<file path="src/rtl/dec_pkg.sv">
package dec_pkg;
  localparam int SAMPLE_W  = 8;
  localparam int VALID_LAG = 2;

  typedef struct packed {
    logic [SAMPLE_W-1:0] late;
    logic [SAMPLE_W-1:0] early;
  } sample_pair_t;
endpackage

</file>
<file path="src/rtl/dec_fall_capture.sv">
module dec_fall_capture #(
  parameter int W = 8
) (
  input  logic         clk,
  input  logic         rst,
  input  logic [W-1:0] din,
  output logic [W-1:0] q_fall
);
  always_ff @(negedge clk) begin
    if (rst) q_fall <= '0;
    else     q_fall <= din;
  end
endmodule

</file>
<file path="src/rtl/dec_rise_align.sv">
module dec_rise_align #(
  parameter int W = 8
) (
  input  logic         clk,
  input  logic         rst,
  input  logic [W-1:0] fall_q,
  input  logic [W-1:0] din_rise,
  output logic [W-1:0] early_q,
  output logic [W-1:0] late_q
);
  always_ff @(posedge clk) begin
    if (rst) begin
      early_q <= '0;
      late_q  <= '0;
    end else begin
      early_q <= fall_q;
      late_q  <= din_rise;
    end
  end

  // the rising-edge stage takes whatever the falling stage last held
  assert_realign_R1: assert property (@(posedge clk) disable iff (rst)
    !$past(rst) |-> early_q == $past(fall_q));
  // bus B is taken at the rising edge
  assert_rise_capture_R2: assert property (@(posedge clk) disable iff (rst)
    !$past(rst) |-> late_q == $past(din_rise));
endmodule

</file>
<file path="src/rtl/dec_pair_out.sv">
module dec_pair_out
  import dec_pkg::*;
#(
  parameter int W   = SAMPLE_W,
  parameter int LAG = VALID_LAG
) (
  input  logic           clk,
  input  logic           rst,
  input  logic [W-1:0]   early_q,
  input  logic [W-1:0]   late_q,
  output logic [2*W-1:0] word_q,
  output logic           valid_q
);
  localparam int CW = $clog2(LAG + 1);
  localparam logic [CW-1:0] LAG_C  = CW'(LAG);
  localparam logic [CW-1:0] LAST_C = CW'(LAG - 1);

  logic [CW-1:0] fill_cnt;

  always_ff @(posedge clk) begin
    if (rst) begin
      fill_cnt <= '0;
      valid_q  <= 1'b0;
      word_q   <= '0;
    end else begin
      if (fill_cnt != LAG_C) fill_cnt <= fill_cnt + 1'b1;
      valid_q <= (fill_cnt >= LAST_C);
      word_q  <= {late_q, early_q};
    end
  end

  // the fill counter never passes its limit
  assert_fill_bound_R5: assert property (@(posedge clk) disable iff (rst)
    fill_cnt <= LAG_C);
  // the earlier sample lands in the low byte
  assert_low_early_R3: assert property (@(posedge clk) disable iff (rst)
    !$past(rst) |-> word_q[W-1:0] == $past(early_q));
  // the later sample lands in the high byte
  assert_high_late_R3: assert property (@(posedge clk) disable iff (rst)
    !$past(rst) |-> word_q[2*W-1:W] == $past(late_q));
endmodule

</file>
<file path="src/rtl/dual_edge_capture.sv">
module dual_edge_capture
  import dec_pkg::*;
(
  input  logic                  clk,
  input  logic                  rst,
  input  logic [SAMPLE_W-1:0]   adc_a,
  input  logic [SAMPLE_W-1:0]   adc_b,
  output logic [2*SAMPLE_W-1:0] pair_data,
  output logic                  pair_valid
);
  logic [SAMPLE_W-1:0] a_fall;
  logic [SAMPLE_W-1:0] a_rise;
  logic [SAMPLE_W-1:0] b_rise;
  sample_pair_t        pair_q;

  dec_fall_capture #(.W(SAMPLE_W)) u_fall (
    .clk(clk), .rst(rst), .din(adc_a), .q_fall(a_fall)
  );

  dec_rise_align #(.W(SAMPLE_W)) u_align (
    .clk(clk), .rst(rst), .fall_q(a_fall), .din_rise(adc_b),
    .early_q(a_rise), .late_q(b_rise)
  );

  dec_pair_out #(.W(SAMPLE_W), .LAG(VALID_LAG)) u_out (
    .clk(clk), .rst(rst), .early_q(a_rise), .late_q(b_rise),
    .word_q(pair_q), .valid_q(pair_valid)
  );

  assign pair_data = pair_q;

  // a reset edge leaves the strobe low
  assert_reset_clears_valid_R7: assert property (@(posedge clk)
    rst |=> !pair_valid);
  // a reset edge leaves the word cleared
  assert_reset_clears_data_R6: assert property (@(posedge clk)
    rst |=> pair_data == '0);
  // once up, the strobe holds while reset stays low
  assert_valid_holds_R5: assert property (@(posedge clk) disable iff (rst)
    pair_valid |=> pair_valid);
endmodule

</file>
<file path="config.mk">
export PLATFORM = sky130hd
export DESIGN_NAME = dual_edge_capture
export DESIGN_NICKNAME = d
export VERILOG_FILES = /design/src/rtl/dec_pkg.sv /design/src/rtl/dec_fall_capture.sv /design/src/rtl/dec_rise_align.sv /design/src/rtl/dec_pair_out.sv /design/src/rtl/dual_edge_capture.sv
export SDC_FILE = /design/constraint.sdc
export NUM_CORES = 1
export LEC_CHECK = 0
export ABC_AREA = 1
export CAP_MARGIN = 15
export CORE_ASPECT_RATIO = 0.7
export CORE_UTILIZATION = 30
export DETAILED_ROUTE_END_ITERATION = 6
export SETUP_SLACK_MARGIN = 0.15
export SYNTH_ARGS = -nofsm -noshare
export SYNTH_HDL_FRONTEND = slang
export SYNTH_SLANG_ARGS = --single-unit
</file>
<file path="constraint.sdc">
create_clock -name clk -period 2.9 [get_ports clk]
set_clock_uncertainty 0.1 [all_clocks]
set_input_delay 0.58 -clock clk [delete_from_list [all_inputs] [get_ports clk]]
set_output_delay 0.58 -clock clk [all_outputs]
set_load 0.01 [all_outputs]
</file>
Word-level counts from Yosys, hierarchy flattened:

Cells that the tools add are included.

* bits of input ports: 18
* output and inout bits: 17
* register bits after elaboration: 43
* word-level logic and storage cells: 9

* $lt $le $gt $ge: 1
* equal/unequal tests: 1
* add/subtract/negate cells: 1

Operators with widths (number)
* 2-bit by 1-bit adder with 2-bit output (second input constant): 1
* 2-bit by 1-bit >= comparator with 1-bit output (second input constant): 1
* 2-bit != test (second input constant): 1

Logic depth before layout (Yosys ltp):

Gate-level depths: netlist of run 1.

* word-level depth: 1
* depth in mapped cells: 5
* mapped depth without buffers: 5

Modules after synthesis:

Synthesis of run 1 repeated with hierarchy kept, for this count alone.

* cells, all modules: 144
* area, all modules: 1310.0 um2

Modules (own cells, without submodules)
* dec_pair_out: cells each 68, seq. area each 380.4 um2, area each 600.6 um2, instances 1
* dec_rise_align: cells each 50, seq. area each 320.3 um2, area each 474.2 um2, instances 1
* dec_fall_capture: cells each 26, seq. area each 160.2 um2, area each 235.2 um2, instances 1

==> impl_metrics.xml, run 1 <==
<?xml version="1.0" encoding="UTF-8"?>
<metrics>
  <group name="placed_design">
    <metric name="postPlaceCellArea" unit="um^2">1658</metric>
    <metric name="number_of_instances_in_the_placed_design" unit="">226</metric>
    <metric name="gpl.final_weighted_congestion" unit="">0.6025</metric>
    <metric name="dpl.hpwl" unit="um">1160</metric>
    <metric name="port_buffers" unit="">34</metric>
  </group>
  <group name="yosys">
    <metric name="ys_seq_elements" unit="">43</metric>
    <metric name="seq_area_frac_synth" unit="%">66.28</metric>
    <metric name="yosys.cell_types.count" unit="">7</metric>
    <metric name="post-synth-top-area-fraction" unit="%">66.28</metric>
    <metric name="mappedNetlistArea" unit="um^2">1299</metric>
    <metric name="post-synth-top-area-cell" unit="">sky130_fd_sc_hd__dfxtp_1</metric>
    <metric name="total_number_of_yosys_warnings" unit="">0</metric>
    <metric name="yosys-top-cells-area" unit="">sky130_fd_sc_hd__dfxtp_1 66%, sky130_fd_sc_hd__inv_1 13%, sky130_fd_sc_hd__nor2_1 12%</metric>
    <metric name="synthesis.area_per_instance" unit="um^2">9.082</metric>
    <metric name="syn_inst" unit="">143</metric>
    <metric name="synth.net_count" unit="">163</metric>
  </group>
  <group name="finish">
    <metric name="n_fill_cell" unit="">407</metric>
    <metric name="layoutNonFillerInstCount" unit="">241</metric>
    <metric name="finalInstanceArea" unit="um^2">1805</metric>
    <metric name="area_used_by_multi_input_combinational_logic" unit="um^2">216.5</metric>
    <metric name="seq_area" unit="um^2">860.8</metric>
    <metric name="final_layout_size_suffix_gt1_share" unit="%">7.407</metric>
    <metric name="num-nets-final" unit="">208</metric>
    <metric name="syn2layout_area_growth" unit="%">39.02</metric>
    <metric name="insertedDiodeCount" unit="">0</metric>
  </group>
  <group name="worst_hold_path">
    <metric name="start_point_of_the_worst_hold_path" unit="">u_align.late_q[3]</metric>
    <metric name="hold_path_class" unit="">flip-flop to flip-flop</metric>
  </group>
  <group name="floorplan">
    <metric name="std_cell_rows" unit="">19</metric>
    <metric name="die_area" unit="um^2">4601</metric>
    <metric name="coreArea" unit="um^2">4041</metric>
    <metric name="ioPinCount" unit="">35</metric>
    <metric name="start_util" unit="%">32.14</metric>
    <metric name="dieWidth" unit="um">80.64</metric>
    <metric name="die_h" unit="um">57.05</metric>
  </group>
  <group name="routing">
    <metric name="drc_errors" unit="">0</metric>
    <metric name="detailedRoute.firstIterationViolations" unit="">21</metric>
    <metric name="drt.antenna.violating_nets" unit="">0</metric>
    <metric name="postRouteWirelength" unit="um">1641</metric>
    <metric name="first_pass_iters" unit="">3</metric>
    <metric name="vias" unit="">844</metric>
    <metric name="avgViaCountPerCell" unit="">3.502</metric>
    <metric name="drt-wirelength-per-cell" unit="um">6.809</metric>
  </group>
  <group name="clocking">
    <metric name="clock_tree.root_cell" unit="">sky130_fd_sc_hd__clkbuf_8</metric>
    <metric name="cts_resized" unit="">0</metric>
    <metric name="cts_setup_buffers" unit="">0</metric>
    <metric name="cts.hold.buffers_added" unit="">0</metric>
    <metric name="htreeDepth" unit="">2</metric>
    <metric name="cts_sinks" unit="">43</metric>
    <metric name="insertion_delay" unit="ns">0.34</metric>
    <metric name="tritoncts" unit="">yes</metric>
    <metric name="path_clk_slew" unit="ns">0.08</metric>
    <metric name="cts-root-to-sink-buffers" unit="">2</metric>
    <metric name="tritoncts.num_buffers" unit="">5</metric>
  </group>
  <group name="setup_path">
    <metric name="worst-endpoint-required" unit="ns">1.63</metric>
    <metric name="worstReg2RegStart" unit="">u_fall.q_fall[6]</metric>
    <metric name="timing.critical_path.from" unit="">adc_a[2]</metric>
    <metric name="crit_type" unit="">primary input to flip-flop</metric>
    <metric name="worst_setup_path_end_kind" unit="">flip-flop</metric>
    <metric name="biggest_fanout_along_the_worst_timing_path" unit="">1</metric>
    <metric name="critical-path-max-stage-delay" unit="ns">0.45</metric>
    <metric name="cp_cell_sequence" unit="">clkdlybuf4s50_1, inv_1, nor2_1</metric>
    <metric name="cpMaxStageDelayCell" unit="">sky130_fd_sc_hd__clkdlybuf4s50_1</metric>
    <metric name="timing.critical_path.from_type" unit="">primary input</metric>
    <metric name="worstPathArrival" unit="ns">1.14</metric>
  </group>
  <group name="pwr">
    <metric name="total_power" unit="uW">1276</metric>
    <metric name="power_leakage" unit="uW">0.0008649</metric>
    <metric name="cellPowerDensity" unit="nW/um^2">706.5</metric>
    <metric name="vdd.ir_drop.worst" unit="mV">0.3142</metric>
  </group>
  <group name="sta">
    <metric name="finalMaxSlewViolations" unit="">0</metric>
    <metric name="fin_tns_setup" unit="ns">0</metric>
    <metric name="report.final.hold_viol_count" unit="">0</metric>
    <metric name="relative_slew_slack" unit="%">79.51</metric>
    <metric name="count_of_final_setup_violators" unit="">0</metric>
    <metric name="rsz0062_at_grt" unit="">false</metric>
    <metric name="worst-slew-pin-transition" unit="ns">0.3073</metric>
  </group>
  <group name="global_route">
    <metric name="grt_start_max_net_pins" unit="">22</metric>
    <metric name="grt.overflow.total" unit="">0</metric>
    <metric name="vias_in_the_first_global_route" unit="">682</metric>
    <metric name="grt_first_pass_wirelength" unit="um">2746</metric>
    <metric name="gr-usage-all-layers" unit="%">8.370</metric>
    <metric name="initial_antenna_violation_count" unit="">0</metric>
  </group>
  <group name="flow_run">
    <metric name="cap_viol_max_count" unit="">0</metric>
  </group>
  <group name="outcome">
    <metric name="run_status" unit="">completed</metric>
  </group>
</metrics>
[metal layers]
layer | global-route usage (%) | part of all wire (%) | up-vias
met3 | 4.800 | 8.5 | 5
met4 | 5.357 | 2.1 | 0
met5 | 0 | 0 | -
met1 | 8.250 | 47 | 344
met2 | 13.56 | 43 | 25
li1 | - | - | 470
[cells by family (layout without fill, tap and decap cells)]
kind of cell	after synthesis	after routing	synth area share [%]
fa+ha+maj	2	2	1.926
flops	43	43	66.28
simple gates	49	49	14.74
buf+inv	49	95	17.05
[sequential cells by signal, summed over array words and instances, names as in the netlist]
name	cells
u_align.early_q	8
u_align.late_q	8
u_out.valid_q	1
u_out.fill_cnt	2
u_out.word_q	16
u_fall.q_fall	8
[path summary, 6_finish.rpt]
| kind | endpoint | slack (ns) | cells past startpoint |
|---|---|---|---|
| hold reg to reg | u_out.word_q[11] | 0.30 | 2 |
| hold / removal | u_out.word_q[11] | 0.30 | 2 |
| setup / recovery | u_fall.q_fall[2] | 0.49 | 3 |
| setup reg to reg | u_align.early_q[6] | 0.82 | 2 |
[cell usage after synthesis]
master,count
sky130_fd_sc_hd__inv_1,44
sky130_fd_sc_hd__dfxtp_1,43
sky130_fd_sc_hd__nor2_1,42
sky130_fd_sc_hd__buf_6,5
sky130_fd_sc_hd__nand2_1,4
sky130_fd_sc_hd__nor2_2,3
sky130_fd_sc_hd__ha_1,2
[cell usage in the layout, fill, tap and decap left out]
cell type / count
sky130_fd_sc_hd__clkdlybuf4s50_1: 33
sky130_fd_sc_hd__ha_1: 2
sky130_fd_sc_hd__clkbuf_8: 6
sky130_fd_sc_hd__buf_4: 2
sky130_fd_sc_hd__inv_1: 51
sky130_fd_sc_hd__clkinv_4: 1
sky130_fd_sc_hd__nor2_2: 3
sky130_fd_sc_hd__dfxtp_1: 43
sky130_fd_sc_hd__bufinv_16: 1
sky130_fd_sc_hd__nor2_1: 42
sky130_fd_sc_hd__nand2_1: 4
sky130_fd_sc_hd__buf_2: 1
[power by group]
group,switching (uW),internal [uW],total (uW),leakage [uW]
logic,60.1,67.0,127,0.000406
clock network,214,296,510,0.000104
registers,9.26,629,638,0.000355
total,284,992,1280,0.000865
[critical path: cells and delay by family]
kind                   cells  cell delay, ns
buffers and inverters      2            0.48
and+or+nand+nor            1            0.07
[metrics by stage]
step	setup slack [ns]	hold WS, ns	util [%]
6_report	0.4910	0.3025	44.67
5_1_grt	0.4652	0.3208	44.67
4_1_cts	0.4877	0.3038	44.67
3_5_place_dp	0.1307	0.2920	41.02
3_3_place_gp	0.1483	0.2902	41.02
2_1_floorplan	0.3944	0.2883	-
[area by class of cell]
type,instances,share of cell area (%)
Multi-Input combinational cell,51,11.99
Tap cell,52,3.604
Inverter,43,8.940
Clock buffer,6,4.574
Clock inverter,10,3.812
Sequential cell,43,47.68
Timing Repair Buffer,36,19.40
Power figures use the tool's default switching activity.
==> inputs of run 2 (changes only) <==
==> constraint.sdc (replaced) <==
create_clock -name clk -period 2.5 [get_ports clk]
set_clock_uncertainty 0.1 [all_clocks]
set_input_delay 0.5 -clock clk [delete_from_list [all_inputs] [get_ports clk]]
set_output_delay 0.5 -clock clk [all_outputs]
set_load 0.01 [all_outputs]
==> run 2 against run 1 <==
Effect of this change:
- setup slack worse by 0.12 ns
- die area stayed put
- combinational power is 17% higher
- wire length is 7.6% higher
- sequential share of layout area is 0.70 points higher
- count of clock-buffer cells in the layout is 1 lower
- via count is 2.3% higher
- first-iteration DRC count is 62% lower
- critical path depth stayed put
- power is 6.6% higher
==> impl_metrics.xml, run 2 (same netlist as run 1, synthesis figures left out) <==
<?xml version="1.0" encoding="UTF-8"?>
<metrics>
  <group name="clocking">
    <metric name="cts-root-to-sink-buffers" unit="">2</metric>
    <metric name="htreeDepth" unit="">2</metric>
    <metric name="cts_resized" unit="">0</metric>
    <metric name="clock_tree.root_cell" unit="">sky130_fd_sc_hd__clkbuf_8</metric>
    <metric name="cts.hold.buffers_added" unit="">0</metric>
    <metric name="path_clk_slew" unit="ns">0.08</metric>
    <metric name="insertion_delay" unit="ns">0.35</metric>
    <metric name="cts_sinks" unit="">43</metric>
    <metric name="tritoncts.num_buffers" unit="">5</metric>
    <metric name="cts_setup_buffers" unit="">0</metric>
    <metric name="tritoncts" unit="">yes</metric>
  </group>
  <group name="worst_hold_path">
    <metric name="min_path_cells" unit="">2</metric>
    <metric name="hold_path_class" unit="">flip-flop to flip-flop</metric>
    <metric name="holdPathEnd" unit="">u_out.word_q[12]</metric>
    <metric name="start_point_of_the_worst_hold_path" unit="">u_align.late_q[4]</metric>
  </group>
  <group name="pwr">
    <metric name="cellPowerDensity" unit="nW/um^2">764.5</metric>
    <metric name="power_leakage" unit="uW">0.0008562</metric>
    <metric name="vdd.ir_drop.worst" unit="mV">0.3448</metric>
  </group>
  <group name="global_route">
    <metric name="grt.overflow.total" unit="">0</metric>
    <metric name="vias_in_the_first_global_route" unit="">727</metric>
    <metric name="initial_antenna_violation_count" unit="">0</metric>
    <metric name="grt_start_max_net_pins" unit="">22</metric>
    <metric name="grt_first_pass_wirelength" unit="um">2911</metric>
    <metric name="gr-usage-all-layers" unit="%">9.128</metric>
  </group>
  <group name="floorplan">
    <metric name="ioPinCount" unit="">35</metric>
    <metric name="start_util" unit="%">32.14</metric>
    <metric name="std_cell_rows" unit="">19</metric>
    <metric name="dieWidth" unit="um">80.64</metric>
    <metric name="coreArea" unit="um^2">4041</metric>
    <metric name="die_h" unit="um">57.05</metric>
    <metric name="die_area" unit="um^2">4601</metric>
  </group>
  <group name="routing">
    <metric name="drt-wirelength-per-cell" unit="um">7.293</metric>
    <metric name="postRouteWirelength" unit="um">1765</metric>
    <metric name="drc_errors" unit="">0</metric>
    <metric name="drt.antenna.violating_nets" unit="">0</metric>
    <metric name="vias" unit="">863</metric>
    <metric name="avgViaCountPerCell" unit="">3.566</metric>
    <metric name="first_pass_iters" unit="">4</metric>
    <metric name="detailedRoute.firstIterationViolations" unit="">8</metric>
  </group>
  <group name="setup_path">
    <metric name="worst_setup_path_end_kind" unit="">flip-flop</metric>
    <metric name="critical-path-max-stage-delay" unit="ns">0.45</metric>
    <metric name="worstReg2RegStart" unit="">u_fall.q_fall[6]</metric>
    <metric name="cp_cell_sequence" unit="">clkdlybuf4s50_1, inv_1, nor2_1</metric>
    <metric name="worst-path-buf-inv" unit="">2</metric>
    <metric name="cpLargestDelayFamily" unit="">buffers and inverters</metric>
    <metric name="timing.reg2reg.setup_slack" unit="ns">0.63</metric>
    <metric name="critical_path.reg2reg.endpoint" unit="">u_align.early_q[6]</metric>
    <metric name="worstPathArrival" unit="ns">1.06</metric>
    <metric name="timing.critical_path.from" unit="">adc_a[1]</metric>
    <metric name="timing.critical_path.from_type" unit="">primary input</metric>
    <metric name="worst-endpoint-required" unit="ns">1.43</metric>
    <metric name="crit_type" unit="">primary input to flip-flop</metric>
    <metric name="cpMaxStageDelayCell" unit="">sky130_fd_sc_hd__clkdlybuf4s50_1</metric>
    <metric name="biggest_fanout_along_the_worst_timing_path" unit="">1</metric>
    <metric name="worst-r2r-cell-count" unit="">2</metric>
  </group>
  <group name="flow_run">
    <metric name="cap_viol_max_count" unit="">0</metric>
  </group>
  <group name="finish">
    <metric name="layoutNonFillerInstCount" unit="">242</metric>
    <metric name="layout.cells.most_common" unit="">sky130_fd_sc_hd__inv_1</metric>
    <metric name="syn2layout_area_growth" unit="%">36.99</metric>
    <metric name="seq_area" unit="um^2">860.8</metric>
    <metric name="largest_register_ffs" unit="">16</metric>
    <metric name="final_layout_size_suffix_gt1_share" unit="%">7.895</metric>
    <metric name="most-common-layout-cells" unit="">51 x sky130_fd_sc_hd__inv_1, 43 x sky130_fd_sc_hd__dfxtp_1, 42 x sky130_fd_sc_hd__nor2_1</metric>
    <metric name="area_used_by_multi_input_combinational_logic" unit="um^2">216.5</metric>
    <metric name="insertedDiodeCount" unit="">0</metric>
    <metric name="num-nets-final" unit="">209</metric>
    <metric name="regMostFlops" unit="">u_out.word_q</metric>
    <metric name="n_fill_cell" unit="">417</metric>
  </group>
  <group name="sta">
    <metric name="final.hold.worst_slack" unit="ns">0.3028</metric>
    <metric name="rsz0062_at_grt" unit="">false</metric>
    <metric name="relative_slew_slack" unit="%">85.02</metric>
    <metric name="count_of_final_setup_violators" unit="">0</metric>
    <metric name="worst-slew-pin-transition" unit="ns">0.2247</metric>
    <metric name="finalMaxSlewViolations" unit="">0</metric>
    <metric name="fin_tns_setup" unit="ns">0</metric>
    <metric name="report.final.hold_viol_count" unit="">0</metric>
  </group>
  <group name="placed_design">
    <metric name="dpl.hpwl" unit="um">1214</metric>
    <metric name="number_of_instances_in_the_placed_design" unit="">227</metric>
    <metric name="gpl.final_weighted_congestion" unit="">0.5994</metric>
    <metric name="port_buffers" unit="">34</metric>
  </group>
  <group name="outcome">
    <metric name="run_status" unit="">completed</metric>
  </group>
</metrics>
## run 2: changes by cell type in the layout (fill, tap and decap cells not counted)
| cell | delta |
|---|---|
| sky130_fd_sc_hd__bufinv_16 | -1 |
| sky130_fd_sc_hd__clkinv_2 | +2 |
| sky130_fd_sc_hd__clkbuf_8 | -1 |
| sky130_fd_sc_hd__buf_4 | +1 |
## run 2: layout make-up
class                      count  share of cell area (%)
inverter                      43                   9.072
sequential                    43                   48.38
multi-input combinational     51                   12.17
timing repair buffer          37                   20.11
clock inverter                11                   2.743
tap                           52                   3.657
clock buffer                   5                   3.868
## run 2: worst max path at each step
stage | cells after the start | to
detailed placement | 3 | u_fall.q_fall[6]
CTS | 3 | u_fall.q_fall[2]
finish | 3 | u_fall.q_fall[1]
global placement | 3 | u_fall.q_fall[2]
floorplan | 3 | u_fall.q_fall[0]
global route | 3 | u_fall.q_fall[1]
## run 2: stage by stage
stage          total power (uW)  area, um^2  worst slack, ns  util, %
2_1_floorplan             866.1        1299           0.2744        -
3_3_place_gp              924.1        1665          0.02637    41.21
3_5_place_dp              928.4        1665          0.01671    41.21
4_1_cts                    1383        1779           0.3657    44.02
5_1_grt                    1447        1779           0.3413    44.02
6_report                   1360        1779           0.3673    44.02
## run 2: report_power, final
group	internal [uW]	total, uW	leakage [uW]	switching (uW)
Clock	211	470	0.0000905	259
Sequential	730	742	0.000355	12.1
Combinational	78.5	148	0.000411	69.6
Total	1020	1360	0.000856	340
## run 2: worst reg2reg max path: stages (launching register included)
cell,delay [ns]
sky130_fd_sc_hd__dfxtp_1,0.29
sky130_fd_sc_hd__inv_1,0.04
sky130_fd_sc_hd__nor2_1,0.03
## run 2: routing by layer
| layer | global-route usage [%] | up-vias | wire length, um |
|---|---|---|---|
| met4 | 7.653 | 0 | 36 |
| met5 | 0 | - | 0 |
| met2 | 14.29 | 29 | 793 |
| li1 | - | 474 | - |
| met3 | 4.320 | 4 | 148 |
| met1 | 9.272 | 356 | 787 |
==> inputs of run 3 (changes only) <==
--- a/config.mk
+++ b/config.mk
@@ -5,7 +5,6 @@
 export SDC_FILE = /design/constraint.sdc
 export NUM_CORES = 1
 export LEC_CHECK = 0
-export ABC_AREA = 1
 export CAP_MARGIN = 15
 export CORE_ASPECT_RATIO = 0.7
 export CORE_UTILIZATION = 30
==> run 3 against run 2 <==
Effect of this change:
- combinational power up 9%
- wire length grew 4.4%
- non-clock buffer count grew 3
- largest power group unchanged
- setup slack worse by 0.18 ns
- sequential power increased by 1%
- die area shrank 5.7%
- flip-flop and latch count unchanged
==> impl_metrics.xml, run 3 <==
<?xml version="1.0" encoding="UTF-8"?>
<metrics>
  <group name="outcome">
    <metric name="run_status" unit="">completed</metric>
  </group>
  <group name="routing">
    <metric name="postRouteWirelength" unit="um">1843</metric>
    <metric name="vias" unit="">722</metric>
    <metric name="first_pass_iters" unit="">6</metric>
    <metric name="drt.antenna.violating_nets" unit="">0</metric>
    <metric name="drt-wirelength-per-cell" unit="um">9.215</metric>
    <metric name="detailedRoute.firstIterationViolations" unit="">21</metric>
    <metric name="avgViaCountPerCell" unit="">3.610</metric>
    <metric name="drc_errors" unit="">0</metric>
  </group>
  <group name="clocking">
    <metric name="htreeDepth" unit="">2</metric>
    <metric name="tritoncts" unit="">yes</metric>
    <metric name="cts_resized" unit="">0</metric>
    <metric name="cts_sinks" unit="">43</metric>
    <metric name="insertion_delay" unit="ns">0.35</metric>
    <metric name="path_clk_slew" unit="ns">0.08</metric>
    <metric name="cts_setup_buffers" unit="">0</metric>
    <metric name="clock_tree.root_cell" unit="">sky130_fd_sc_hd__clkbuf_8</metric>
    <metric name="cts-root-to-sink-buffers" unit="">2</metric>
    <metric name="cts.hold.buffers_added" unit="">0</metric>
    <metric name="tritoncts.num_buffers" unit="">5</metric>
  </group>
  <group name="yosys">
    <metric name="ys_dominant_reg_cell" unit="">sky130_fd_sc_hd__dfxtp_1</metric>
    <metric name="synth_edf_count" unit="">0</metric>
    <metric name="mappedNetlistArea" unit="um^2">1222</metric>
    <metric name="ys_seq_elements" unit="">43</metric>
    <metric name="total_number_of_yosys_warnings" unit="">0</metric>
    <metric name="yosys.cell_types.count" unit="">8</metric>
    <metric name="synthArstFlopShare" unit="%">0</metric>
    <metric name="yosys-top-cells-area" unit="">sky130_fd_sc_hd__dfxtp_1 70%, sky130_fd_sc_hd__nor2b_1 20%, sky130_fd_sc_hd__buf_6 3.7%</metric>
    <metric name="synth_most_common_cell" unit="">sky130_fd_sc_hd__dfxtp_1</metric>
    <metric name="synth.cells.most_frequent" unit="">43 x sky130_fd_sc_hd__dfxtp_1, 40 x sky130_fd_sc_hd__nor2b_1, 4 x sky130_fd_sc_hd__buf_6</metric>
    <metric name="post-synth-top-area-fraction" unit="%">70.42</metric>
    <metric name="synthesis.area_per_instance" unit="um^2">12.60</metric>
    <metric name="seq_area_frac_synth" unit="%">70.42</metric>
    <metric name="synth.net_count" unit="">117</metric>
    <metric name="syn_inst" unit="">97</metric>
    <metric name="post-synth-top-area-cell" unit="">sky130_fd_sc_hd__dfxtp_1</metric>
  </group>
  <group name="finish">
    <metric name="layout.cells.most_common" unit="">sky130_fd_sc_hd__dfxtp_1</metric>
    <metric name="syn2layout_area_growth" unit="%">41.86</metric>
    <metric name="largest_register_ffs" unit="">16</metric>
    <metric name="layout.core_utilization" unit="%">44.21</metric>
    <metric name="num-nets-final" unit="">167</metric>
    <metric name="finalInstanceArea" unit="um^2">1734</metric>
    <metric name="n_fill_cell" unit="">373</metric>
    <metric name="regMostFlops" unit="">u_out.word_q</metric>
    <metric name="final_layout_size_suffix_gt1_share" unit="%">7.432</metric>
    <metric name="insertedDiodeCount" unit="">0</metric>
    <metric name="most-common-layout-cells" unit="">43 x sky130_fd_sc_hd__dfxtp_1, 40 x sky130_fd_sc_hd__nor2b_1, 34 x sky130_fd_sc_hd__clkdlybuf4s50_1</metric>
  </group>
  <group name="sta">
    <metric name="finalMaxSlewViolations" unit="">0</metric>
    <metric name="worst-slew-pin-transition" unit="ns">0.1451</metric>
    <metric name="count_of_final_setup_violators" unit="">0</metric>
    <metric name="rsz0062_at_grt" unit="">false</metric>
    <metric name="relative_slew_slack" unit="%">90.05</metric>
    <metric name="fin_tns_setup" unit="ns">0</metric>
    <metric name="report.final.hold_viol_count" unit="">0</metric>
  </group>
  <group name="setup_path">
    <metric name="biggest_fanout_along_the_worst_timing_path" unit="">9</metric>
    <metric name="cp_cell_sequence" unit="">clkdlybuf4s50_1, buf_4, nor2b_1</metric>
    <metric name="worst-endpoint-required" unit="ns">1.38</metric>
    <metric name="worstPathArrival" unit="ns">1.19</metric>
    <metric name="worst_setup_path_end_kind" unit="">flip-flop</metric>
    <metric name="timing.critical_path.from_type" unit="">primary input</metric>
    <metric name="crit_type" unit="">primary input to flip-flop</metric>
    <metric name="timing.reg2reg.setup_slack" unit="ns">0.57</metric>
    <metric name="cpMaxStageDelayCell" unit="">sky130_fd_sc_hd__clkdlybuf4s50_1</metric>
    <metric name="critical-path-max-stage-delay" unit="ns">0.47</metric>
  </group>
  <group name="flow_run">
    <metric name="cap_viol_max_count" unit="">0</metric>
  </group>
  <group name="pwr">
    <metric name="vdd.ir_drop.worst" unit="mV">0.3537</metric>
    <metric name="clkPwrFrac" unit="%">33.2</metric>
    <metric name="power_leakage" unit="uW">0.0007156</metric>
    <metric name="total_power" unit="uW">1369</metric>
    <metric name="netSwitchingPower" unit="uW">328.0</metric>
    <metric name="p_comb_share" unit="%">11.8</metric>
    <metric name="cellPowerDensity" unit="nW/um^2">789.3</metric>
    <metric name="switch_share" unit="%">23.96</metric>
    <metric name="seq_power_share" unit="%">54.9</metric>
    <metric name="internal_power" unit="uW">1041</metric>
  </group>
  <group name="floorplan">
    <metric name="die_h" unit="um">55.41</metric>
    <metric name="die_area" unit="um^2">4338</metric>
    <metric name="ioPinCount" unit="">35</metric>
    <metric name="dieWidth" unit="um">78.30</metric>
    <metric name="start_util" unit="%">31.16</metric>
    <metric name="std_cell_rows" unit="">19</metric>
    <metric name="coreArea" unit="um^2">3923</metric>
  </group>
  <group name="placed_design">
    <metric name="gpl.final_weighted_congestion" unit="">0.5910</metric>
    <metric name="port_buffers" unit="">34</metric>
    <metric name="postPlaceCellArea" unit="um^2">1628</metric>
    <metric name="dpl.hpwl" unit="um">1330</metric>
  </group>
  <group name="global_route">
    <metric name="grt_first_pass_wirelength" unit="um">2925</metric>
    <metric name="gr-usage-all-layers" unit="%">9.407</metric>
    <metric name="grt.overflow.total" unit="">0</metric>
    <metric name="vias_in_the_first_global_route" unit="">719</metric>
    <metric name="grt_start_max_net_pins" unit="">19</metric>
    <metric name="initial_antenna_violation_count" unit="">0</metric>
  </group>
  <group name="worst_hold_path">
    <metric name="hold_path_class" unit="">flip-flop to flip-flop</metric>
  </group>
</metrics>
run 3: cell types whose count changed in the layout (fill, tap and decap cells not counted), moves of 2 or more:
cell,previous run,this run
sky130_fd_sc_hd__inv_1,51,10
sky130_fd_sc_hd__nor2_1,42,3
sky130_fd_sc_hd__nor2b_1,0,40
sky130_fd_sc_hd__clkinv_2,2,0
sky130_fd_sc_hd__nand2_1,4,0
sky130_fd_sc_hd__clkbuf_1,0,2
sky130_fd_sc_hd__buf_4,3,6
sky130_fd_sc_hd__nor2_2,3,0
run 3: kinds of logic after synthesis:
family / after synthesis / share of synthesized area, %
xor+xnor: 1 / 0.7166
simple gates: 43 / 21.39
fa+ha+maj: 2 / 2.047
buf+inv: 7 / 4.606
mux: 1 / 0.8189
flops: 43 / 70.42
run 3: per-stage QoR:
stage | instances | worst slack (ns) | hold WS [ns]
6_report | 200 | 0.1827 | 0.3364
3_3_place_gp | 185 | -0.1424 | 0.3191
4_1_cts | 200 | 0.1884 | 0.3383
2_1_floorplan | 97 | 0.3912 | 0.3138
5_1_grt | 200 | 0.1619 | 0.3534
3_5_place_dp | 185 | -0.1680 | 0.3204
run 3: path summary, 6_finish.rpt:
path,end,from,cells after the start
worst max-delay path,u_fall.q_fall[6],rst,3
worst min register to register,u_out.word_q[14],u_align.late_q[6],1
worst max register to register,u_align.early_q[0],u_fall.q_fall[0],1
worst min-delay path,u_out.word_q[14],u_align.late_q[6],1
run 3: cell type report:
class	count	area [um^2]	share of cell area (%)
sequential	43	860.8	49.64
timing repair buffer	40	385.4	22.22
multi-input combinational	47	305.3	17.60
clock buffer	7	76.32	4.401
tap	52	65.06	3.752
clock inverter	9	33.78	1.948
inverter	2	7.507	0.4329
run 3: power groups by stage:
stage          Sequential [uW]  Combinational, uW  Clock [uW]
2_1_floorplan              770               80.1        22.2
3_3_place_gp               764                147        22.2
3_5_place_dp               767                165        22.2
4_1_cts                    753                166         466
5_1_grt                    756                179         506
6_report                   752                162         455
run 3: routing by layer:
layer	wire, um	GRT usage [%]
met1	809	9.519
met2	891	15.04
met3	95	4.463
met4	47	7.143
met5	0	0
run 3: critical path, delay by kind of cell:
kind / cells / cell delay, ns
AND/OR/NAND/NOR: 1 / 0.06
buffers and inverters: 2 / 0.63
